File: src/rtl/i2c_tgt_pkg.sv
package i2c_tgt_pkg;
  localparam int BYTE_W = 8;
  typedef enum logic [2:0] {
    ST_IDLE,
    ST_DEV,
    ST_ADR,
    ST_WR,
    ST_RD
  } tgt_state_e;
endpackage

File: src/rtl/i2c_line_sync.sv
module i2c_line_sync #(
  parameter int LINES  = 2,
  parameter int STAGES = 2
) (
  input  logic             clk,
  input  logic             rst_n,
  input  logic [LINES-1:0] raw_i,
  output logic [LINES-1:0] sync_o
);
  for (genvar g = 0; g < LINES; g++) begin : g_line
    logic [STAGES-1:0] chain;
    always_ff @(posedge clk or negedge rst_n) begin
      if (!rst_n) chain <= '1;
      else        chain <= {chain[STAGES-2:0], raw_i[g]};
    end
    assign sync_o[g] = chain[STAGES-1];
  end
endmodule

File: src/rtl/i2c_cond_detect.sv
module i2c_cond_detect (
  input  logic clk,
  input  logic rst_n,
  input  logic scl_s,
  input  logic sda_s,
  output logic scl_lvl,
  output logic sda_lvl,
  output logic scl_rise,
  output logic scl_fall,
  output logic start_det,
  output logic stop_det
);
  logic scl_q, sda_q;

  always_ff @(posedge clk or negedge rst_n) begin
    if (!rst_n) begin
      scl_q <= 1'b1;
      sda_q <= 1'b1;
    end else begin
      scl_q <= scl_s;
      sda_q <= sda_s;
    end
  end

  assign scl_lvl   = scl_s;
  assign sda_lvl   = sda_s;
  assign scl_rise  = scl_s & ~scl_q;
  assign scl_fall  = ~scl_s & scl_q;
  assign start_det = scl_s & scl_q & sda_q & ~sda_s;
  assign stop_det  = scl_s & scl_q & ~sda_q & sda_s;
endmodule

File: src/rtl/i2c_tgt_ctrl.sv
module i2c_tgt_ctrl
  import i2c_tgt_pkg::*;
#(
  parameter int          ADDR_W     = 8,
  parameter int          PAGE_W     = 4,
  parameter logic [3:0]  DEV_PREFIX = 4'b1010,
  parameter int          CNT_W      = $clog2(BYTE_W + 2)
) (
  input  logic              clk,
  input  logic              rst_n,
  input  logic              scl_rise,
  input  logic              scl_fall,
  input  logic              start_det,
  input  logic              stop_det,
  input  logic              sda_lvl,
  input  logic [2:0]        strap_i,
  input  logic              busy_i,
  input  logic [BYTE_W-1:0] rd_data_i,
  output logic              sda_oe_o,
  output logic [ADDR_W-1:0] ptr_o,
  output logic              wr_req_o,
  output logic [ADDR_W-1:0] wr_addr_o,
  output logic [BYTE_W-1:0] wr_data_o,
  output logic              stop_evt_o,
  output tgt_state_e        state_o,
  output logic [CNT_W-1:0]  cnt_o
);
  localparam logic [CNT_W-1:0] LAST_BIT = CNT_W'(BYTE_W);
  localparam logic [CNT_W-1:0] ACK_BIT  = CNT_W'(BYTE_W + 1);

  tgt_state_e        state, state_n;
  logic [CNT_W-1:0]  cnt, cnt_n;
  logic [BYTE_W-1:0] shreg, shreg_n;
  logic [BYTE_W-1:0] txreg, txreg_n;
  logic [ADDR_W-1:0] ptr, ptr_n;
  logic              rw, rw_n;
  logic              mack, mack_n;
  logic              oe, oe_n;
  logic              wreq, wreq_n;
  logic [ADDR_W-1:0] waddr, waddr_n;
  logic [BYTE_W-1:0] wdata, wdata_n;
  logic              sevt, sevt_n;
  logic              dev_hit;
  logic [ADDR_W-1:0] ptr_page_inc;

  assign dev_hit      = (shreg[BYTE_W-1:1] == {DEV_PREFIX, strap_i}) && !busy_i;
  assign ptr_page_inc = {ptr[ADDR_W-1:PAGE_W], ptr[PAGE_W-1:0] + 1'b1};

  always_comb begin
    state_n = state;
    cnt_n   = cnt;
    shreg_n = shreg;
    txreg_n = txreg;
    ptr_n   = ptr;
    rw_n    = rw;
    mack_n  = mack;
    oe_n    = oe;
    waddr_n = waddr;
    wdata_n = wdata;
    wreq_n  = 1'b0;
    sevt_n  = 1'b0;
    if (stop_det) begin
      state_n = ST_IDLE;
      cnt_n   = '0;
      oe_n    = 1'b0;
      sevt_n  = 1'b1;
    end else if (start_det) begin
      state_n = ST_DEV;
      cnt_n   = '0;
      oe_n    = 1'b0;
    end else if (state != ST_IDLE) begin
      if (scl_rise && cnt != ACK_BIT) begin
        cnt_n = cnt + 1'b1;
        if (state == ST_RD) begin
          if (cnt == LAST_BIT) mack_n = ~sda_lvl;
        end else if (cnt < LAST_BIT) begin
          shreg_n = {shreg[BYTE_W-2:0], sda_lvl};
        end
      end else if (scl_fall) begin
        if (state == ST_RD) begin
          if (cnt != '0 && cnt < LAST_BIT) begin
            oe_n    = ~txreg[BYTE_W-1];
            txreg_n = {txreg[BYTE_W-2:0], 1'b0};
          end else if (cnt == LAST_BIT) begin
            oe_n = 1'b0;
          end else if (cnt == ACK_BIT) begin
            cnt_n = '0;
            if (mack) begin
              oe_n    = ~rd_data_i[BYTE_W-1];
              txreg_n = {rd_data_i[BYTE_W-2:0], 1'b0};
              ptr_n   = ptr + 1'b1;
            end else begin
              oe_n    = 1'b0;
              state_n = ST_IDLE;
            end
          end
        end else if (cnt == LAST_BIT) begin
          case (state)
            ST_DEV: begin
              if (dev_hit) begin
                oe_n = 1'b1;
                rw_n = shreg[0];
              end else begin
                state_n = ST_IDLE;
                cnt_n   = '0;
              end
            end
            ST_ADR: begin
              oe_n  = 1'b1;
              ptr_n = shreg[ADDR_W-1:0];
            end
            ST_WR: begin
              oe_n    = 1'b1;
              wreq_n  = 1'b1;
              waddr_n = ptr;
              wdata_n = shreg;
              ptr_n   = ptr_page_inc;
            end
            default: ;
          endcase
        end else if (cnt == ACK_BIT) begin
          oe_n  = 1'b0;
          cnt_n = '0;
          case (state)
            ST_DEV: begin
              if (rw) begin
                state_n = ST_RD;
                oe_n    = ~rd_data_i[BYTE_W-1];
                txreg_n = {rd_data_i[BYTE_W-2:0], 1'b0};
                ptr_n   = ptr + 1'b1;
              end else begin
                state_n = ST_ADR;
              end
            end
            ST_ADR:  state_n = ST_WR;
            default: ;
          endcase
        end
      end
    end
  end

  always_ff @(posedge clk or negedge rst_n) begin
    if (!rst_n) begin
      state <= ST_IDLE;
      cnt   <= '0;
      shreg <= '0;
      txreg <= '0;
      ptr   <= '0;
      rw    <= 1'b0;
      mack  <= 1'b0;
      oe    <= 1'b0;
      wreq  <= 1'b0;
      waddr <= '0;
      wdata <= '0;
      sevt  <= 1'b0;
    end else begin
      state <= state_n;
      cnt   <= cnt_n;
      shreg <= shreg_n;
      txreg <= txreg_n;
      ptr   <= ptr_n;
      rw    <= rw_n;
      mack  <= mack_n;
      oe    <= oe_n;
      wreq  <= wreq_n;
      sevt  <= sevt_n;
      if (wreq_n) begin
        waddr <= waddr_n;
        wdata <= wdata_n;
      end
    end
  end

  assign sda_oe_o   = oe;
  assign ptr_o      = ptr;
  assign wr_req_o   = wreq;
  assign wr_addr_o  = waddr;
  assign wr_data_o  = wdata;
  assign stop_evt_o = sevt;
  assign state_o    = state;
  assign cnt_o      = cnt;
endmodule

File: src/rtl/i2c_mem_target.sv
module i2c_mem_target
  import i2c_tgt_pkg::*;
#(
  parameter int         ADDR_W      = 8,
  parameter int         PAGE_W      = 4,
  parameter int         SYNC_STAGES = 2,
  parameter logic [3:0] DEV_PREFIX  = 4'b1010
) (
  input  logic              clk,
  input  logic              rst_n,
  input  logic              scl_i,
  input  logic              sda_i,
  input  logic [2:0]        strap_i,
  input  logic              busy_i,
  input  logic [BYTE_W-1:0] rd_data_i,
  output logic              sda_oe_o,
  output logic [ADDR_W-1:0] rd_addr_o,
  output logic              wr_req_o,
  output logic [ADDR_W-1:0] wr_addr_o,
  output logic [BYTE_W-1:0] wr_data_o,
  output logic              stop_evt_o
);
  localparam int CNT_W = $clog2(BYTE_W + 2);

  logic [1:0]       rst_sync;
  logic             rst_core_n;
  logic [1:0]       line_sync;
  logic             scl_lvl, sda_lvl, scl_rise, scl_fall, start_det, stop_det;
  tgt_state_e       ctl_state;
  logic [CNT_W-1:0] ctl_cnt;

  always_ff @(posedge clk or negedge rst_n) begin
    if (!rst_n) rst_sync <= 2'b00;
    else        rst_sync <= {rst_sync[0], 1'b1};
  end
  assign rst_core_n = rst_sync[1];

  i2c_line_sync #(.LINES(2), .STAGES(SYNC_STAGES)) u_sync (
    .clk    (clk),
    .rst_n  (rst_core_n),
    .raw_i  ({scl_i, sda_i}),
    .sync_o (line_sync)
  );

  i2c_cond_detect u_cond (
    .clk       (clk),
    .rst_n     (rst_core_n),
    .scl_s     (line_sync[1]),
    .sda_s     (line_sync[0]),
    .scl_lvl   (scl_lvl),
    .sda_lvl   (sda_lvl),
    .scl_rise  (scl_rise),
    .scl_fall  (scl_fall),
    .start_det (start_det),
    .stop_det  (stop_det)
  );

  i2c_tgt_ctrl #(
    .ADDR_W     (ADDR_W),
    .PAGE_W     (PAGE_W),
    .DEV_PREFIX (DEV_PREFIX),
    .CNT_W      (CNT_W)
  ) u_ctrl (
    .clk        (clk),
    .rst_n      (rst_core_n),
    .scl_rise   (scl_rise),
    .scl_fall   (scl_fall),
    .start_det  (start_det),
    .stop_det   (stop_det),
    .sda_lvl    (sda_lvl),
    .strap_i    (strap_i),
    .busy_i     (busy_i),
    .rd_data_i  (rd_data_i),
    .sda_oe_o   (sda_oe_o),
    .ptr_o      (rd_addr_o),
    .wr_req_o   (wr_req_o),
    .wr_addr_o  (wr_addr_o),
    .wr_data_o  (wr_data_o),
    .stop_evt_o (stop_evt_o),
    .state_o    (ctl_state),
    .cnt_o      (ctl_cnt)
  );
endmodule

File: config.mk
export PLATFORM = sky130hd
export DESIGN_NAME = i2c_mem_target
export DESIGN_NICKNAME = d
export VERILOG_FILES = /design/src/rtl/i2c_tgt_pkg.sv /design/src/rtl/i2c_line_sync.sv /design/src/rtl/i2c_cond_detect.sv /design/src/rtl/i2c_tgt_ctrl.sv /design/src/rtl/i2c_mem_target.sv
export SDC_FILE = /design/constraint.sdc
export NUM_CORES = 1
export LEC_CHECK = 0
export BUFFER_PORTS_ARGS = -buffer_cell sky130_fd_sc_hd__buf_2
export CAP_MARGIN = 10
export CORE_MARGIN = 2
export CORE_UTILIZATION = 35
export CTS_BUF_LIST = sky130_fd_sc_hd__clkbuf_16
export DETAILED_ROUTE_END_ITERATION = 6
export PLACE_DENSITY = 0.57
export SYNTH_ARGS = -nofsm -noshare
export SYNTH_HDL_FRONTEND = slang
export SYNTH_SLANG_ARGS = --single-unit
File: constraint.sdc
create_clock -name clk -period 2.4 [get_ports clk]
set_input_delay 0 -clock clk [delete_from_list [all_inputs] [get_ports clk]]
set_output_delay 0 -clock clk [all_outputs]
set_load 0.01 [all_outputs]
==> summary.md, run 1 <==
| Metric | Value |
|---|---|
| Status | `completed` |
| Nets | `about 370` |
| Hold Crit Class | `primary input to flip-flop` |
| Pins over their slew limit | `0` |
| Number of synthesized register bits | `just under 60` |
| Largest net degree at the start of global routing | `35` |
| Setup TNS | `0 ps` |
| First-pass GRT wire length | `about 12000 um` |
| Total internal power | `1.83 mW` |
| Combinational share of power | `9.6%` |
| Die footprint | `approximately 0.0094 sq mm` |
| CP Launch Type | `flip-flop` |
| Total CTS buffers | `9` |
| Reg power frac | `45.6%` |
| Sequential area share after synthesis | `48.9%` |
| R2R setup slack | `roughly 220 ps` |
| Detailed Route Iter0 Violations | `between 100 and 150` |
| Mapped Avg Cell Area | `10.7 sq um` |
| I/O Buffers | `42` |
| Ant. Diodes | `0` |
| CP arrival | `between 2000 and 2500 ps` |
| CP required | `around 2600 ps` |
| Top FF cell, synth | `dfrtp_1` |
| Clock root buffer | `clkbuf_16` |
| WS Path Type | `flip-flop to flip-flop` |
| Crit end category | `flip-flop` |
| Worst hold path depth | `6` |
| Final setup margin | `223 ps` |
| Clk slew on worst S/H paths | `50 ps` |
| Number of global-route vias before repair | `between 2000 and 2500` |
| GRT Overall Usage | `between 15 and 20%` |
| Router iterations before antenna repair | `4` |
| Clk_skew | `approximately 9.3 ps` |
| Switching Fraction | `25.2%` |
| Crit share post-route | `between 90% and 100%` |
| DR WL/cell | `15.2 um` |
| Worst Min Path Start | `busy_i` |
| Row cnt | `33` |
| CTS Buffer Depth | `2` |
| Final count of hold timing violations | `0` |
| Final Wtd Congestion | `just under 0.9` |
| CP Max Fanout | `11` |
| Syn nets | `just over 300` |
| Total of max-cap violations | `0` |
| Setup violations, final | `0` |
| IO Pins | `between 40 and 50` |
| CTS H-Tree Depth | `3` |
| IR drop worst, VDD | `0.360 mV` |
| Post-Synthesis Cell Area | `0.00304 sq mm` |
| Worst slew margin | `about 64%` |
| Worst-margin pin slew | `537 ps` |
| Critical R2R Capture | `u_ctrl.state_o[0]` |
| Via-to-Cell Ratio | `5.34` |
| # fillers | `808` |
| Antenna-violating nets left | `0` |
| Initial antenna violation count | `0` |
| DRC | `0` |
| DP Worst Slack | `~150 ps` |
| Clock power frac | `44.9%` |
| Pwr Total | `2.45 mW` |
| Max Freq | `459 MHz` |
| Final core utilization | `46.0%` |
| Worst-Skew Late Latency | `~330 ps` |
| HPWL Detailed | `slightly above 5000 um` |
| Vias after detailed routing | `2480` |
| Gate Count Post-Synth | `~290` |
| Worst r2r src | `u_ctrl.cnt_o[0]` |
| Lkg Pwr | `1.77 nW` |
| Non-Filler Instances | `approximately 460` |
| Fraction of registers with async set/reset | `100%` |
| Gr ovfl total | `0` |
| Layout cells sized above 1 | `between 30% and 40%` |
| Power Density | `640 mW/mm^2` |
| CTS tree | `done` |
| Tmin final | `about 2200 ps` |
| P&R area growth vs syn | `25.8%` |
| Cells after DPL | `436` |
| Cell depth of the worst flop-to-flop path | `7` |
| Worst Hold Path EP | `u_ctrl.rw` |
| Core area | `0.00830 sq mm` |
| Die width | `97.1 um` |
| Switching pwr | `616 uW` |
| Syn. warnings | `0` |
| Die height | `97.1 um` |
| Clk sinks | `between 50 and 60` |
| Initial Utilization | `36.6%` |
| RSZ-0062 raised after global routing | `no` |
| Netlist cell types | `56` |
| Routed Wire Length | `7050 um` |
| Post-synth EDFFs | `0` |
==> worst max-delay path, cell delays in order (launching register included) <==
cell	delay [ps]
dfrtp_1	440
inv_1	80
ha_1	250
and3b_2	350
o21ai_0	170
and4_1	220
a31oi_1	190
mux2_2	350
==> cells by family after synthesis <==
kind of cell	synth area share, %
XOR/XNOR	2.02
AND/OR/NAND/NOR	19.5
flip-flops	48.9
AO/OA/AOI/OAI	13.6
multiplexers	11.9
buffers and inverters	2.35
other	0.123
adder cells (fa/ha/maj)	1.65
==> layout by cell type (no fill, tap or decap), types with 3 or more instances in the layout <==
| master | n |
|---|---|
| dfrtp_1 | 52 |
| buf_2 | 42 |
| o21ai_0 | 25 |
| mux2_2 | 25 |
| nand2_1 | 20 |
| nor2_1 | 16 |
| inv_1 | 12 |
| buf_4 | 12 |
| dlygate4sd3_1 | 11 |
| nand3_1 | 9 |
| clkbuf_16 | 9 |
| mux2i_1 | 8 |
| nor2b_1 | 7 |
| a21oi_1 | 7 |
| a31oi_1 | 7 |
| nor3_1 | 6 |
| dfstp_2 | 6 |
| nand2b_1 | 5 |
| a211oi_1 | 5 |
| nand4_1 | 5 |
| xnor2_1 | 5 |
| o31ai_1 | 5 |
| ha_1 | 4 |
| nor3b_1 | 3 |
| nand3b_1 | 3 |
| nor4_1 | 3 |
==> state kept, by name (all words and copies together) (netlist names) <==
| name | cells |
|---|---|
| u_ctrl.cnt_o | 4 |
| rst_sync | 2 |
| u_cond.sda_q | 1 |
| u_ctrl.rw | 1 |
| u_ctrl.state_o | 3 |
| u_ctrl.stop_evt_o | 1 |
| u_ctrl.mack | 1 |
| u_ctrl.sda_oe_o | 1 |
| u_ctrl.wr_addr_o | 8 |
| u_ctrl.wr_data_o | 8 |
| u_cond.scl_q | 1 |
| u_ctrl.shreg | 8 |
| u_ctrl.ptr_o | 8 |
| u_sync.g_line.chain | 4 |
| u_ctrl.wr_req_o | 1 |
| u_ctrl.txreg | 7 |
==> timing repair <==
item	4_1_cts	5_1_grt
buffers inserted	0	1
endpoints found under the setup margin	0	8
hold buffers	11	0
gates resized for setup	0	1
endpoints found under the hold margin	11	0
==> Yosys cell counts (2+ instances only) <==
cell type	instances	area share, %
dfrtp_1	53	44
mux2_2	25	9.3
o21ai_0	25	4.1
nand2_1	20	2.5
nor2_1	16	2.0
inv_1	9	1.1
nand3_1	9	1.5
mux2i_1	8	2.6
a21oi_1	7	1.2
a31oi_1	7	1.4
nor2b_1	7	1.4
buf_2	6	0.99
dfstp_2	6	5.2
nor3_1	6	0.99
a211oi_1	5	1.2
nand2b_1	5	1.0
nand4_1	5	1.0
o31ai_1	5	1.2
xnor2_1	5	1.4
ha_1	4	1.6
nand3b_1	3	0.74
nor3b_1	3	0.74
nor4_1	3	0.62
a2bb2oi_1	2	0.58
a32oi_1	2	0.58
and2_1	2	0.41
and3b_1	2	0.58
clkbuf_1	2	0.25
nor3b_2	2	0.82
nor4bb_1	2	0.66
o211ai_1	2	0.49
o21a_1	2	0.49
xor2_1	2	0.58
==> area by class of cell <==
cell class	instances	area, sq um	share of cell area (%)
clock buffer	9	225	5.89
sequential	59	1490	38.9
clock inverter	7	32.5	0.851
tap	105	131	3.44
timing repair buffer	66	430	11.3
inverter	9	33.8	0.884
multi-input combinational	209	1480	38.8
==> worst max-delay path by stage <==
stage	slack, ps	from	to	depth (start not counted)
floorplan	280	u_ctrl.cnt_o[0]	u_ctrl.ptr_o[1]	8
global placement	200	u_ctrl.cnt_o[0]	u_ctrl.state_o[0]	7
detailed placement	150	u_ctrl.cnt_o[0]	u_ctrl.txreg[6]	6
CTS	130	u_ctrl.cnt_o[0]	u_ctrl.state_o[0]	7
global route	70	u_ctrl.cnt_o[0]	u_ctrl.state_o[0]	7
finish	220	u_ctrl.cnt_o[0]	u_ctrl.state_o[0]	7
==> per-stage QoR <==
step | cell area (sq um) | hold WS [ps]
floorplan | 3040 | -296
global placement | 3440 | -214
detailed placement | 3440 | -215
CTS | 3810 | 191
global route | 3820 | 254
finish | 3820 | 192
==> layer usage <==
| layer | share of wire (%) | GRT usage [%] |
|---|---|---|
| met2 | 48 | 24.1 |
| met1 | 46 | 21.1 |
| met5 | 0 | 0 |
| met3 | 5.0 | 3.09 |
| met4 | 1.4 | 8.34 |
==> power groups by stage <==
stage	Sequential (mW)	Clock, mW	Combinational [mW]
after floorplan	1.11	0	0.154
after global placement	1.13	0	0.216
after detailed placement	1.13	0	0.222
after CTS	1.11	1.13	0.236
after global routing	1.12	1.17	0.265
final	1.11	1.10	0.234
No activity file was read; power rests on OpenSTA's default activity.
==> run 2: changes to the inputs <==
--- a/config.mk
+++ b/config.mk
@@ -8,10 +8,10 @@
 export BUFFER_PORTS_ARGS = -buffer_cell sky130_fd_sc_hd__buf_2
 export CAP_MARGIN = 10
 export CORE_MARGIN = 2
-export CORE_UTILIZATION = 35
+export CORE_UTILIZATION = 53
 export CTS_BUF_LIST = sky130_fd_sc_hd__clkbuf_16
 export DETAILED_ROUTE_END_ITERATION = 6
-export PLACE_DENSITY = 0.57
+export PLACE_DENSITY = 0.79
 export SYNTH_ARGS = -nofsm -noshare
 export SYNTH_HDL_FRONTEND = slang
 export SYNTH_SLANG_ARGS = --single-unit
==> summary.md, run 2 (synthesis gave the netlist of run 1 again) <==
| Metric | Value |
|---|---|
| Final core utilization | `69.9% (+24 points)` |
| Final Wtd Congestion | `0.912 (+5.0%)` |
| CP required | `2580 ps (-30 ps)` |
| First-pass GRT wire length | `11700 um (-1.5%)` |
| Max Freq | `442 MHz (-3.8%)` |
| Most frequent cells in the layout | `52 x dfrtp_1, 42 x buf_2, 25 x o21ai_0, 25 x mux2_2, 20 x nand2_1` |
| Total of max-cap violations | `0 (unchanged)` |
| CP most frequent cell | `o21ai_0` |
| Tmin final | `2260 ps (+85.0 ps)` |
| Die width | `79.7 um (-18%)` |
| Final count of hold timing violations | `0 (unchanged)` |
| Crit end category | `flip-flop` |
| Worst-Skew Late Latency | `320 ps (about the same)` |
| Combinational share of power | `9.8% (+0.2 points)` |
| CP bufs+invs | `2 (+1)` |
| Clock power frac | `49.8% (+4.9 points)` |
| Layout cells sized above 1 | `31.9% (+1.3 points)` |
| Vias after detailed routing | `2519 (+1.6%)` |
| Area occupied by multi-input gates | `0.00148 sq mm (unchanged)` |
| Row cnt | `27 (-18%)` |
| Crit-path slowest cell | `dfrtp_1` |
| Hold Crit Class | `flip-flop to asynchronous set/reset pin` |
| Crit share post-route | `94.2% (+3.5 points)` |
| Status | `completed` |
| Worst slew margin | `63.7% (-0.50 points)` |
| Dpl cell area | `0.00342 sq mm (-0.76%)` |
| WS Path Type | `flip-flop to flip-flop` |
| CP delay by family, top | `compound AO/OA/AOI/OAI gates` |
| Hold WS | `111 ps (-81.0 ps)` |
| Cell depth of the worst flop-to-flop path | `8 (+1)` |
| Total internal power | `2.07 mW (+13%)` |
| CTS Buffer Depth | `2 (unchanged)` |
| DR WL/cell | `16.1 um (+6.0%)` |
| Switching Fraction | `23.8% (-1.4 points)` |
| Final instance area | `0.00385 sq mm (+0.69%)` |
| Antenna-violating nets left | `0 (unchanged)` |
| Commonest non-fill, non-tap cell in the layout | `dfrtp_1` |
| Die footprint | `0.00635 sq mm (-33%)` |
| CP Launch Type | `flip-flop` |
| Reg power frac | `40.5% (-5.1 points)` |
| CP Cell Sequence | `inv_1, ha_1, and3b_2, o21ai_0, nand4_2, buf_4, o31ai_1, o21ai_0` |
| Die height | `79.7 um (-18%)` |
| CP arrival | `2440 ps (+60 ps)` |
| Setup bufs post-CTS | `0 (unchanged)` |
| P&R area growth vs syn | `26.7%` |
| Number of global-route vias before repair | `2449 (+0.20%)` |
| Initial antenna violation count | `0 (unchanged)` |
| Switching pwr | `647 uW (+4.9%)` |
| Lkg Pwr | `1.79 nW (+1.1%)` |
| CTS H-Tree Depth | `3 (unchanged)` |
| Initial Utilization | `55.1% (+19 points)` |
| CP Max Fanout | `11 (unchanged)` |
| R2R setup slack | `140 ps (-90 ps)` |
| Clock root buffer | `clkbuf_16` |
| Gr ovfl total | `0 (unchanged)` |
| Nets | `375 (+0.27%)` |
| Via-to-Cell Ratio | `5.83 (+9.1%)` |
| Routed Wire Length | `6960 um (-1.3%)` |
| Seq. cell area | `0.00149 sq mm (unchanged)` |
| Setup TNS | `0 ps (unchanged)` |
| Router iterations before antenna repair | `6 (+2)` |
| IO Pins | `43 (unchanged)` |
| Ant. Diodes | `0 (unchanged)` |
| Total CTS buffers | `9 (unchanged)` |
| Clk slew on worst S/H paths | `50 ps (about the same)` |
| Worst-margin pin slew | `538 ps (+0.110 ps)` |
| Power Density | `706 mW/mm^2 (+10%)` |
| Worst r2r src | `u_ctrl.cnt_o[1]` |
| Largest net degree at the start of global routing | `51 (+46%)` |
| CTS tree | `done` |
| Clk sinks | `59 (unchanged)` |
| DRC | `0 (unchanged)` |
| Critical R2R Capture | `u_ctrl.ptr_o[7]` |
| Detailed Route Iter0 Violations | `362 (+180%)` |
| HPWL Detailed | `4800 um (-5.5%)` |
| Pins over their slew limit | `0 (unchanged)` |
| Pwr Total | `2.71 mW (+11%)` |
| Setup violations, final | `0 (unchanged)` |
| # fillers | `390 (-52%)` |
| Clk_skew | `5.61 ps (-3.69 ps)` |
| I/O Buffers | `42 (unchanged)` |
| Core area | `0.00551 sq mm (-34%)` |
| GRT Overall Usage | `24.3% (+8.6 points)` |
| RSZ-0062 raised after global routing | `no` |
| IR drop worst, VDD | `0.542 mV (+51%)` |
| Crit-path max cell delay | `380 ps (-60 ps)` |
run 2: layout make-up:
cell class / instances / area share (%)
Clock buffer: 9 / 5.85
Clock inverter: 7 / 2.41
Inverter: 9 / 0.878
Multi-Input combinational cell: 209 / 38.5
Sequential cell: 59 / 38.6
Tap cell: 72 / 2.34
Timing Repair Buffer: 67 / 11.4
run 2: stage by stage:
stage	std cells	worst slack, ps
global route	432	16.7
global placement	405	245
floorplan	285	276
detailed placement	405	158
CTS	432	140
finish	432	138
run 2: what timing repair did:
action,4_1_cts,5_1_grt
resized for setup,0,1
endpoints found under the setup margin,0,2
hold buffers,11,0
hold endpoints to repair,11,0
run 2: per-layer routing:
metal / up-vias / GRT usage (%) / wire, um
li1: 1194 / - / -
met1: 1204 / 33.5 / 3150
met2: 108 / 37.1 / 3300
met3: 13 / 5.54 / 400
met4: 0 / 10.3 / 110
met5: - / 0 / 0
run 2: worst max-delay path by stage:
stage	startpoint	endpoint	slack (ps)	cells past startpoint
6_report	u_ctrl.cnt_o[1]	u_ctrl.ptr_o[7]	140	8
5_1_grt	u_ctrl.cnt_o[1]	u_ctrl.ptr_o[2]	20	8
4_1_cts	u_ctrl.cnt_o[1]	u_ctrl.state_o[0]	140	7
3_5_place_dp	u_ctrl.cnt_o[1]	u_ctrl.state_o[0]	160	7
3_3_place_gp	u_ctrl.cnt_o[1]	u_ctrl.state_o[0]	240	7
2_1_floorplan	u_ctrl.cnt_o[0]	u_ctrl.ptr_o[1]	280	8
run 2: power by group through the flow:
stage               Sequential, mW  Combinational, mW  Clock, mW
finish                        1.10              0.265       1.35
global route                  1.11              0.293       1.42
CTS                           1.10              0.263       1.37
detailed placement            1.11              0.249          0
global placement              1.11              0.244          0
floorplan                     1.11              0.154          0
